<file path="src/rtl/mcyc_pkg.sv">
// Package: shared state encoding and helpers for the machine-cycle sequencer.
// Assumes six states per machine cycle and two clocks per state.
package mcyc_pkg;

    localparam int NUM_STATES = 6;
    localparam int STATE_W    = 3;

    typedef enum logic [STATE_W-1:0] {
        ST_S1 = 3'd0,
        ST_S2 = 3'd1,
        ST_S3 = 3'd2,
        ST_S4 = 3'd3,
        ST_S5 = 3'd4,
        ST_S6 = 3'd5
    } mcyc_state_e;

    // Successor state in the repeating cycle.
    function automatic mcyc_state_e next_state(input mcyc_state_e cur);
        mcyc_state_e nxt;
        case (cur)
            ST_S1:   nxt = ST_S2;
            ST_S2:   nxt = ST_S3;
            ST_S3:   nxt = ST_S4;
            ST_S4:   nxt = ST_S5;
            ST_S5:   nxt = ST_S6;
            default: nxt = ST_S1;
        endcase
        return nxt;
    endfunction

endpackage

</file>
<file path="src/rtl/mcyc_seq.sv">
// Module: mcyc_seq
// Keeps the machine-cycle position (state and phase). Decodes from it the
// external strobes and the internal ticks that time the datapaths.
// Assumes: every strobe and tick lasts one clock. Ticks are mutually exclusive.
module mcyc_seq
    import mcyc_pkg::*;
(
    input  logic        clk,
    input  logic        rst_n,
    output mcyc_state_e st,
    output logic        ph,
    output logic        cyc_start,
    output logic        fetch,
    output logic        irq_cap,
    output logic        ev_samp,
    output logic        load_tick,
    output logic        show_tick,
    output logic        boost_clr,
    output logic        inc_tick
);

    // Advance the phase each clock, and the state after phase 2.
    always_ff @(posedge clk) begin
        if (!rst_n) begin
            st <= ST_S1;
            ph <= 1'b0;
        end else if (ph) begin
            st <= next_state(st);
            ph <= 1'b0;
        end else begin
            ph <= 1'b1;
        end
    end

    // Decode the strobes and ticks from the current position.
    always_comb begin
        cyc_start = (st == ST_S1) && !ph;
        fetch     = ((st == ST_S1) || (st == ST_S4)) && ph;
        irq_cap   = (st == ST_S5) && ph;
        ev_samp   = (st == ST_S5) && ph;
        load_tick = (st == ST_S6) && !ph;
        show_tick = (st == ST_S6) && ph;
        boost_clr = (st == ST_S1) && ph;
        inc_tick  = (st == ST_S3) && !ph;
    end

endmodule

</file>
<file path="src/rtl/mcyc_port.sv">
// Module: mcyc_port
// Output port with a pending-write register, a latch loaded once per cycle,
// a pin buffer refreshed on entry to S1, and per-bit strong-pullup pulses.
// Assumes: load_tick precedes show_tick by one clock, and boost_clr comes two
// clocks after show_tick.
module mcyc_port #(
    parameter int PORT_W = 8
) (
    input  logic              clk,
    input  logic              rst_n,
    input  logic              load_tick,
    input  logic              show_tick,
    input  logic              boost_clr,
    input  logic              wr_en,
    input  logic [PORT_W-1:0] wr_data,
    output logic [PORT_W-1:0] pin_out,
    output logic [PORT_W-1:0] boost
);

    logic              pend_v;
    logic [PORT_W-1:0] pend_d;
    logic [PORT_W-1:0] latch_q;

    // Hold the newest write until the latch load point.
    always_ff @(posedge clk) begin
        if (!rst_n) begin
            pend_v <= 1'b0;
            pend_d <= '1;
        end else if (load_tick) begin
            pend_v <= 1'b0;
        end else if (wr_en) begin
            pend_v <= 1'b1;
            pend_d <= wr_data;
        end
    end

    // Load the port latch once per cycle, at the end of S6 phase 1.
    always_ff @(posedge clk) begin
        if (!rst_n) begin
            latch_q <= '1;
        end else if (load_tick) begin
            if (wr_en) begin
                latch_q <= wr_data;
            end else if (pend_v) begin
                latch_q <= pend_d;
            end
        end
    end

    // Per-bit pin buffer and pullup pulse.
    for (genvar b = 0; b < PORT_W; b++) begin : g_bit
        // Refresh the pin on entry to S1.
        always_ff @(posedge clk) begin
            if (!rst_n) begin
                pin_out[b] <= 1'b1;
            end else if (show_tick) begin
                pin_out[b] <= latch_q[b];
            end
        end

        // Raise the pullup for the S1 that follows a 0-to-1 pin change.
        always_ff @(posedge clk) begin
            if (!rst_n) begin
                boost[b] <= 1'b0;
            end else if (show_tick) begin
                boost[b] <= latch_q[b] & ~pin_out[b];
            end else if (boost_clr) begin
                boost[b] <= 1'b0;
            end
        end
    end

endmodule

</file>
<file path="src/rtl/mcyc_evcnt.sv">
// Module: mcyc_evcnt
// Event counter. Samples the input once per cycle and detects a 1-then-0
// pair of samples. The count rises at a later, fixed tick.
// Assumes: samp_tick and inc_tick never fall in the same clock, and inc_tick
// comes after samp_tick within the next cycle.
module mcyc_evcnt #(
    parameter int CNT_W = 16
) (
    input  logic             clk,
    input  logic             rst_n,
    input  logic             samp_tick,
    input  logic             inc_tick,
    input  logic             cnt_en,
    input  logic             ev_in,
    output logic [CNT_W-1:0] count
);

    localparam logic [CNT_W-1:0] ONE = CNT_W'(1);

    logic samp_q;
    logic ev_pend;

    // Capture the sample and note a qualifying falling pair.
    always_ff @(posedge clk) begin
        if (!rst_n) begin
            samp_q  <= 1'b0;
            ev_pend <= 1'b0;
        end else if (samp_tick) begin
            samp_q  <= ev_in;
            ev_pend <= cnt_en & samp_q & ~ev_in;
        end else if (inc_tick) begin
            ev_pend <= 1'b0;
        end
    end

    // Apply a pending event to the count at the increment tick.
    always_ff @(posedge clk) begin
        if (!rst_n) begin
            count <= '0;
        end else if (inc_tick && ev_pend) begin
            count <= count + ONE;
        end
    end

endmodule

</file>
<file path="src/rtl/mcyc_timing.sv">
// Module: mcyc_timing (top)
// Machine-cycle sequencer with timed port, event counter and interrupt capture.
// Assumes: one clock domain and a synchronous active-low reset held for at
// least one clock.
module mcyc_timing
    import mcyc_pkg::*;
#(
    parameter int PORT_W = 8,
    parameter int CNT_W  = 16,
    parameter int IRQ_W  = 4
) (
    input  logic              clk,
    input  logic              rst_n,
    input  logic              wr_en,
    input  logic [PORT_W-1:0] wr_data,
    input  logic              ev_in,
    input  logic              cnt_en,
    input  logic [IRQ_W-1:0]  irq_in,
    output logic [2:0]        state_idx,
    output logic              phase,
    output logic              cycle_start,
    output logic              fetch_stb,
    output logic              irq_stb,
    output logic              samp_stb,
    output logic [PORT_W-1:0] pin_out,
    output logic [PORT_W-1:0] boost,
    output logic [CNT_W-1:0]  count,
    output logic [IRQ_W-1:0]  irq_flags
);

    mcyc_state_e st;
    logic        load_tick;
    logic        show_tick;
    logic        boost_clr;
    logic        inc_tick;

    mcyc_seq u_seq (
        .clk       (clk),
        .rst_n     (rst_n),
        .st        (st),
        .ph        (phase),
        .cyc_start (cycle_start),
        .fetch     (fetch_stb),
        .irq_cap   (irq_stb),
        .ev_samp   (samp_stb),
        .load_tick (load_tick),
        .show_tick (show_tick),
        .boost_clr (boost_clr),
        .inc_tick  (inc_tick)
    );

    assign state_idx = st;

    mcyc_port #(.PORT_W(PORT_W)) u_port (
        .clk       (clk),
        .rst_n     (rst_n),
        .load_tick (load_tick),
        .show_tick (show_tick),
        .boost_clr (boost_clr),
        .wr_en     (wr_en),
        .wr_data   (wr_data),
        .pin_out   (pin_out),
        .boost     (boost)
    );

    mcyc_evcnt #(.CNT_W(CNT_W)) u_cnt (
        .clk       (clk),
        .rst_n     (rst_n),
        .samp_tick (samp_stb),
        .inc_tick  (inc_tick),
        .cnt_en    (cnt_en),
        .ev_in     (ev_in),
        .count     (count)
    );

    // Capture the interrupt request lines at the capture strobe.
    always_ff @(posedge clk) begin
        if (!rst_n) begin
            irq_flags <= '0;
        end else if (irq_stb) begin
            irq_flags <= irq_in;
        end
    end

endmodule

</file>
<file path="config.mk">
export PLATFORM = sky130hd
export DESIGN_NAME = mcyc_timing
export DESIGN_NICKNAME = d
export VERILOG_FILES = /design/src/rtl/mcyc_pkg.sv /design/src/rtl/mcyc_seq.sv /design/src/rtl/mcyc_port.sv /design/src/rtl/mcyc_evcnt.sv /design/src/rtl/mcyc_timing.sv
export SDC_FILE = /design/constraint.sdc
export NUM_CORES = 1
export LEC_CHECK = 0
export BUFFER_PORTS_ARGS = -buffer_cell sky130_fd_sc_hd__buf_2
export CORE_ASPECT_RATIO = 1.1
export CORE_UTILIZATION = 52
export DETAILED_ROUTE_END_ITERATION = 7
export PLACE_DENSITY_LB_ADDON = 0.12
export REMOVE_ABC_BUFFERS = 1
export SYNTH_ARGS = -nofsm -noshare
export SYNTH_HDL_FRONTEND = slang
export SYNTH_SLANG_ARGS = --single-unit
</file>
<file path="constraint.sdc">
create_clock -name clk -period 5.6 [get_ports clk]
set_input_delay 0.56 -clock clk [delete_from_list [all_inputs] [get_ports clk]]
set_output_delay 0.56 -clock clk [all_outputs]
set_load 0.05 [all_outputs]
</file>
==> impl_metrics.py <==
metrics = {
    "placement": {
        "placed_area_um2": 2793,
        "dp_hpwl_mm": 3.224,
        "io_buffer_count": 60,
        "gp_congestion": 0.8299,
    },
    "detailed_routing": {
        "vias": 2050,
        "antenna_left": 0,
        "vias_per_cell": 5.297,
        "wl_per_cell_um": 12.56,
        "drtIter0Drc": 83,
        "dr.pass1.iters": 7,
        "route.detailed.drc": 0,
        "drt-total-wl_mm": 4.860,
    },
    "timing": {
        "finalMaxSlewViolations": 0,
        "setup_viol_count_final": 0,
        "finClkSkew_ns": 0.007831,
        "finalHoldViolCount": 0,
        "min_period_over_period_pct": 50.81,
        "setup_tns_ns": 0,
        "fmaxAchievable_ghz": 0.3514,
        "worst_slew_pin_slew_ns": 1.108,
        "max-slew-margin-rel_pct": 25.58,
        "finalCriticalPeriod_ns": 2.845,
        "rsz0062_at_grt": "false",
    },
    "pwr": {
        "p_per_area_nw_per_um2": 292.1,
        "peakVddDrop_v": 0.0002334,
        "leakagePower_nw": 1.350,
    },
    "floorplan": {
        "fp.dieW_um": 68.06,
        "std_cell_rows": 26,
        "core_area_um2": 4619,
        "io_pins": 61,
        "die_h_um": 74.67,
        "start_util_pct": 54.04,
        "dieArea_um2": 5082,
    },
    "synth": {
        "synth-main-ff-cell": "dfxtp_1",
        "ys_async_sr_fraction_pct": 0,
        "syn-cell-area_um2": 2496,
        "netlist_instances": 275,
        "synth-seq-area-share_pct": 47.32,
        "synth_cell_types": 39,
        "ys.warnings.count": 0,
        "synth_edf_count": 0,
        "synth-seq-cells": 59,
        "avgSynthCellArea_um2": 9.077,
    },
    "run": {
        "max_cap_viol_count": 0,
    },
    "setup_path": {
        "endpoint_kind": "output pin",
        "start_kind": "flip-flop",
        "path_max_fanout": 14,
        "worstPathRequired_ns": 5.04,
        "critPathKind": "flip-flop to output pin",
        "cp.arrival_ns": 2.29,
    },
    "status": {
        "outcome": "complete, no violations",
    },
    "clock_network": {
        "cts_max_level": 3,
        "post-cts-setup-buffer-count": 0,
        "cts_buffers": 9,
        "clkTransAtPathRegs_ns": 0.06,
        "cts_buffer_depth": 2,
        "cts_root_buffer": "clkbuf_8",
        "cts_tree": "yes",
        "cts_hold_buf": 0,
        "clock-sinks": 59,
        "post_cts_resized": 0,
        "insertion_delay_ns": 0.32,
    },
    "cells_and_area": {
        "area_growth_pct": 19.65,
        "fin_area_um2": 2987,
        "utilization_pct": 64.65,
        "diodes": 0,
        "final_nets": 345,
        "layout-drive-gt1-share_pct": 22.66,
    },
    "global_routing": {
        "grt_antenna_before_repair": 0,
        "grt_max_degree": 63,
        "grt_pass1_wl_mm": 7.741,
        "grt_use_total_pct": 20.33,
        "grt_pass1_vias": 1777,
        "grt-ovfl-total": 0,
    },
    "worst_hold_path": {
        "hold_path.class": "flip-flop to flip-flop",
    },
}
[synthesized netlist by cell type (2+ instances only)]
cell      count  area share (%)
o21ai_0       6             1.2
buf_1         2            0.30
nand2b_1      2            0.50
nor3_1        4            0.80
nand2_1      35             5.3
xnor2_1       4             1.4
nand4_1       2            0.50
nand4b_1      2            0.70
or3_1         4             1.0
nor2b_1      21             5.3
o41ai_1       2            0.70
a21boi_0      4             1.2
and2_1        8             2.0
xor2_1        5             1.8
a21oi_1       3            0.60
a32oi_1       8             2.8
inv_1        13             2.0
o311ai_0      2            0.70
nor4_1        6             1.5
dfxtp_1      59              47
mux2i_1      15             6.0
o211ai_1     16             4.8
a21boi_1      2            0.60
clkbuf_1     15             2.3
nand3_1      21             4.2
[final cells by class]
| type | count | area (µm²) |
|---|---|---|
| Tap cell | 56 | 70.07 |
| Clock buffer | 13 | 158.9 |
| Clock inverter | 2 | 35.03 |
| Timing Repair Buffer | 61 | 307.8 |
| Sequential cell | 59 | 1181 |
| Multi-Input combinational cell | 183 | 1185 |
| Inverter | 13 | 48.80 |
| Fill cell | 407 | 1633 |
[final timing paths]
path,from,to,slack (ns),cells past startpoint
worst max-delay path,u_seq.st[2],irq_stb,2.75,3
worst min-delay path,u_port.pend_d[0],u_port.pend_d[0],0.47,2
worst max register to register,u_seq.st[1],u_cnt.count[14],3.16,4
worst min register to register,u_port.pend_d[0],u_port.pend_d[0],0.47,2
[through the flow]
step	cells	setup slack, ns	total power [mW]	hold slack, ns
6_report	387	2.755	0.8725	0.4665
5_1_grt	387	2.565	0.9031	0.4940
4_1_cts	387	2.707	0.8806	0.4708
3_5_place_dp	372	3.045	0.5028	0.4551
3_3_place_gp	372	3.162	0.5019	0.4482
2_1_floorplan	255	1.512	0.4793	0.4378
[power by group]
part           leakage [nW]  switching [mW]  internal, mW
Combinational         0.771          0.0380        0.0210
Clock                0.0995           0.152         0.227
Sequential            0.479         0.00785         0.426
Total                  1.35           0.198         0.675
[layout by cell type (no fill, tap or decap), types with 3 or more instances in the layout]
| cell | netlist | final |
|---|---|---|
| a21boi_0 | 4 | 4 |
| a21oi_1 | 3 | 3 |
| a32oi_1 | 8 | 8 |
| and2_1 | 8 | 8 |
| buf_2 | 1 | 60 |
| clkbuf_8 | 0 | 11 |
| dfxtp_1 | 59 | 59 |
| inv_1 | 13 | 13 |
| mux2i_1 | 15 | 15 |
| nand2_1 | 35 | 35 |
| nand3_1 | 21 | 21 |
| nor2b_1 | 21 | 21 |
| nor3_1 | 4 | 4 |
| nor4_1 | 6 | 6 |
| o211ai_1 | 16 | 16 |
| o21ai_0 | 6 | 6 |
| or3_1 | 4 | 4 |
| xnor2_1 | 4 | 4 |
| xor2_1 | 5 | 5 |
[sequential cells by signal (all words and copies together), names as in the netlist]
signal and count:
irq_flags 4, u_port.pend_d 8, u_port.latch_q 8, u_port.pend_v 1
u_seq.ph 1, u_cnt.count 16, u_cnt.ev_pend 1, u_port.boost 8
u_cnt.samp_q 1, u_seq.st 3, u_port.pin_out 8
[cells by family (layout without fill, tap and decap cells)]
logic type | Yosys count | in the layout | synth area share, %
compound gates | 47 | 47 | 13.99
xor+xnor | 9 | 9 | 3.158
fa+ha+maj | 1 | 1 | 0.5012
buf+inv | 33 | 89 | 5.213
flops | 59 | 59 | 47.32
mux | 15 | 15 | 6.015
simple gates | 111 | 111 | 23.81
[critical path, stage by stage (launching register included)]
cell and delay, ns:
dfxtp_1 0.57, nand2_1 0.12, nor3_1 0.86, buf_2 0.42
[metal layers]
layer | GRT usage [%] | share of wire [%] | vias up
li1 | - | - | 1073
met1 | 25.76 | 49 | 926
met2 | 32.90 | 47 | 47
met3 | 4.545 | 3.7 | 4
met4 | 9.028 | 1.2 | 0
met5 | 0 | 0 | -
Power figures use the tool's default switching activity.
